`src/rtl/sram_pkg.sv`:
```
package sram_pkg;

  typedef enum logic [1:0] {
    LANE_IDLE  = 2'd0,
    LANE_READ  = 2'd1,
    LANE_WRITE = 2'd2
  } lane_mode_e;

endpackage

```
`src/rtl/sram_write_track.sv`:
```
module sram_write_track
  import sram_pkg::*;
#(
  parameter int ADDR_W = 10,
  parameter int BYTE_W = 8,
  parameter int LANES  = 2
) (
  input  logic                               clk,
  input  logic                               run_n,
  input  lane_mode_e [LANES-1:0]             lane_mode,
  input  logic [ADDR_W-1:0]                  mem_addr,
  input  logic [LANES*BYTE_W-1:0]            dq_in,
  output logic [LANES-1:0]                   commit,
  output logic [LANES-1:0][ADDR_W-1:0]       commit_addr,
  output logic [LANES-1:0][BYTE_W-1:0]       commit_data
);

  for (genvar g = 0; g < LANES; g++) begin : g_lane
    logic              act;
    logic              act_d;
    logic              act_q;
    logic              cap_en;
    logic [ADDR_W-1:0] addr_q;
    logic [BYTE_W-1:0] data_q;

    // next state
    always_comb begin
      act    = (lane_mode[g] == LANE_WRITE);
      act_d  = act;
      cap_en = act;
    end

    // write-in-progress flag, cleared by reset
    always_ff @(posedge clk or negedge run_n) begin
      if (!run_n) begin
        act_q <= 1'b0;
      end else begin
        act_q <= act_d;
      end
    end

    // last sample taken while the write was open
    always_ff @(posedge clk) begin
      if (cap_en) begin
        addr_q <= mem_addr;
        data_q <= dq_in[g*BYTE_W +: BYTE_W];
      end
    end

    // the edge that first sees the write gone is the commit edge
    assign commit[g]      = act_q & ~act;
    assign commit_addr[g] = addr_q;
    assign commit_data[g] = data_q;

    // a commit is a single-cycle event per ended write
    a_r10_commit_one_shot: assert property (@(posedge clk) disable iff (!run_n)
      commit[g] |=> !commit[g]);
  end

endmodule

```
`config.mk`:
```
export PLATFORM = sky130hd
export DESIGN_NAME = sram_write_track
export DESIGN_NICKNAME = d
export VERILOG_FILES = /design/src/rtl/sram_pkg.sv /design/src/rtl/sram_write_track.sv
export SDC_FILE = /design/constraint.sdc
export NUM_CORES = 1
export LEC_CHECK = 0
export ABC_CLOCK_PERIOD_IN_PS = 800
export CORE_AREA = 2 2 72 74
export DETAILED_ROUTE_END_ITERATION = 8
export DIE_AREA = 0 0 74 76
export GPL_TIMING_DRIVEN = 1
export SYNTH_ARGS = -nofsm -noshare
export SYNTH_HDL_FRONTEND = slang
export SYNTH_SLANG_ARGS = --single-unit
```
`constraint.sdc`:
```
create_clock -name clk -period 0.8 [get_ports clk]
set_input_delay 0.16 -clock clk [delete_from_list [all_inputs] [get_ports clk]]
set_output_delay 0.16 -clock clk [all_outputs]
set_load 0.05 [all_outputs]
```
==> results of run 1 <==
## state kept, by name, summed over array words and instances, names as in the netlist
| register | flops |
|---|---|
| g_lane.act_q | 2 |
| g_lane.addr_q | 20 |
| g_lane.data_q | 16 |
## stage by stage
stage	hold slack (ns)	setup TNS, ns	worst slack (ns)
finish	0.0362	-8.85	-0.272
global route	0.0272	-10.23	-0.317
CTS	0.0243	-9.51	-0.292
detailed placement	0.342	-19.93	-0.490
global placement	0.342	-19.07	-0.479
floorplan	-0.136	-2.19	-0.0609
## what timing repair did
item | in CTS | in global routing
setup buffers | 2 | 0
endpoints found under the setup margin | 74 | 38
gates resized for setup | 6 | 0
## power groups by stage
| stage | clock network (mW) | logic (mW) | registers, mW |
|---|---|---|---|
| 3_3_place_gp | 0 | 1.22 | 2.48 |
| 3_5_place_dp | 0 | 1.23 | 2.48 |
| 2_1_floorplan | 0 | 0.0706 | 2.84 |
| 4_1_cts | 1.29 | 1.24 | 2.43 |
| 6_report | 1.24 | 1.23 | 2.43 |
| 5_1_grt | 1.38 | 1.26 | 2.44 |
## metal layers
layer,vias to the layer above,global-route usage,wire (um)
met2,48,0.160,1280
met1,336,0.0907,829
met3,5,0.0542,251
met4,0,0.0327,39
li1,338,-,-
met5,-,0,0
## cells in the mapped netlist
cell | n | area (sq um)
dfrtp_1 | 2 | 50.1
nor2b_2 | 6 | 52.6
edfxtp_1 | 36 | 1080
## cell type report
cell class | instances | area [sq um]
Multi-Input combinational cell | 6 | 82.6
Clock inverter | 3 | 16.3
Fill cell | 403 | 2370
Sequential cell | 38 | 1130
Timing Repair Buffer | 76 | 1160
Tap cell | 70 | 87.6
Clock buffer | 5 | 68.8
## kinds of logic after synthesis
| kind of cell | share of synthesized area |
|---|---|
| flip-flops | 0.956 |
| AND/OR/NAND/NOR | 0.0444 |
## worst max-delay path by stage
stage               depth (start not counted)       startpoint                  end
floorplan                                   1     lane_mode[1]  g_lane[0].addr_q[0]
global placement                            3     lane_mode[3]  g_lane[1].addr_q[2]
detailed placement                          3     lane_mode[2]  g_lane[1].data_q[7]
CTS                                         2  g_lane[1].act_q            commit[1]
global route                                2  g_lane[0].act_q            commit[0]
finish                                      2  g_lane[0].act_q            commit[0]
## critical path, stage by stage, from the launching register on
cell	delay (ns)
dfrtp_1	0.36
nor2b_4	0.13
buf_12	0.14
==> run_results.csv, run 1 <==
group,metric,value,unit
detailed_routing,wl_per_cell,12.1,um
placed_design,dp.cells,188,
die,die_w,74,um
die,start_util,0.241,
worst_setup_path,worstPathMaxFanout,1,
clock_network,clock-root-buffer,"clkbuf_8",
power_and_ir_drop,p_per_area,1920,nW/um^2
detailed_routing,drtPass1Iterations,2,
sta,maxSlewViolCount,0,
worst_setup_path,cp.arrival,0.91,ns
status,violations,"setup timing",
worst_hold_path,holdCritPathClass,"input pin to asynchronous set/reset pin",
clock_network,cts_tree,"built",
die,dieArea,5620,sq um
detailed_routing,final_antenna_net_count,0,
yosys,synth_area,1180,sq um
power_and_ir_drop,clock_power_share,0.253,
worst_setup_path,start_kind,"flip-flop",
power_and_ir_drop,comb_power_share,0.251,
global_route,grt_start_max_net_pins,16,
detailed_routing,drt_wl_total,2400,um
power_and_ir_drop,leakagePower,0.974,nW
clock_network,cts_max_path_buffers,2,
detailed_routing,num_vias,727,
die,dieHeight,76,um
placed_design,placed_area,2440,sq um
status,run_status,"complete, but fails checks",
placed_design,place_congestion,0.698,
finish,diodes,0,
finish,design_area,2540,sq um
sta,finalCritPeriodShare,1.34,
worst_setup_path,critPathCaptureType,"output pin",
clock_network,clock_sinks,38,
clock_network,htreeDepth,2,
sta,hold_viol,0,
die,design.portCount,70,
sta,rsz0062_at_grt,"yes",
finish,fin_util,0.518,
clock_network,clk_pin_slew,0.07,ns
yosys,seq_area_frac_synth,0.956,
yosys,yosysUniqueCellTypes,3,
clock_network,numCtsBuffers,5,
global_route,antenna_found_initial,0,
sta,setup_violations,38,
global_route,grt_usage,0.0931,
power_and_ir_drop,irDropWorstVdd,0.856,mV
worst_setup_path,worstPathRequired,0.64,ns
finish,layout_common_cells,"41 x buf_12, 36 x edfxtp_1, 27 x clkdlybuf4s50_1",
finish,stdcell_count,198,
run,maxCapViolCount,0,
power_and_ir_drop,p_sw_frac,0.270,
sta,slew_headroom,0.860,
power_and_ir_drop,power.total,4.89,mW
global_route,overflow,0,
finish,area_delta_synth_final,115,%
finish,layout_commonest_cell,"buf_12",
global_route,grt_pass1_wl,3770,um
die,coreArea,4910,sq um
finish,nNetsFinal,159,
worst_setup_path,crit_type,"flip-flop to output pin",
placed_design,port_buffers,69,
sta,worst_slew_pin_slew,0.210,ns
power_and_ir_drop,seq_power_share,0.497,
power_and_ir_drop,p_int,3.57,mW
yosys,postSynthCellCount,44,
placed_design,place_hpwl,1970,um
yosys,syn_area_per_cell,26.9,sq um
detailed_routing,drc,0,
detailed_routing,vias_per_cell,3.67,
clock_network,cts_hold_buf,0,
yosys,yosysWarnings,0,
yosys,ys_ff_latch,38,
finish,drive_gt1_frac,0.453,
sta,fmax,0.933,GHz
yosys,syn_nets,76,
power_and_ir_drop,p_switching,1.32,mW
sta,period_needed,1.07,ns
global_route,grt_pass1_vias,772,
die,num_rows,26,
detailed_routing,drt_iter0_markers,71,
sta,fin_ws,-0.272,ns
(Power assumes the default switching activity.)
==> run 2, diff against run 1 <==
- CAP_MARGIN: not set -> 5
==> results of run 2 <==
No change in the layout: final DEF, timing and power equal those of run 1.
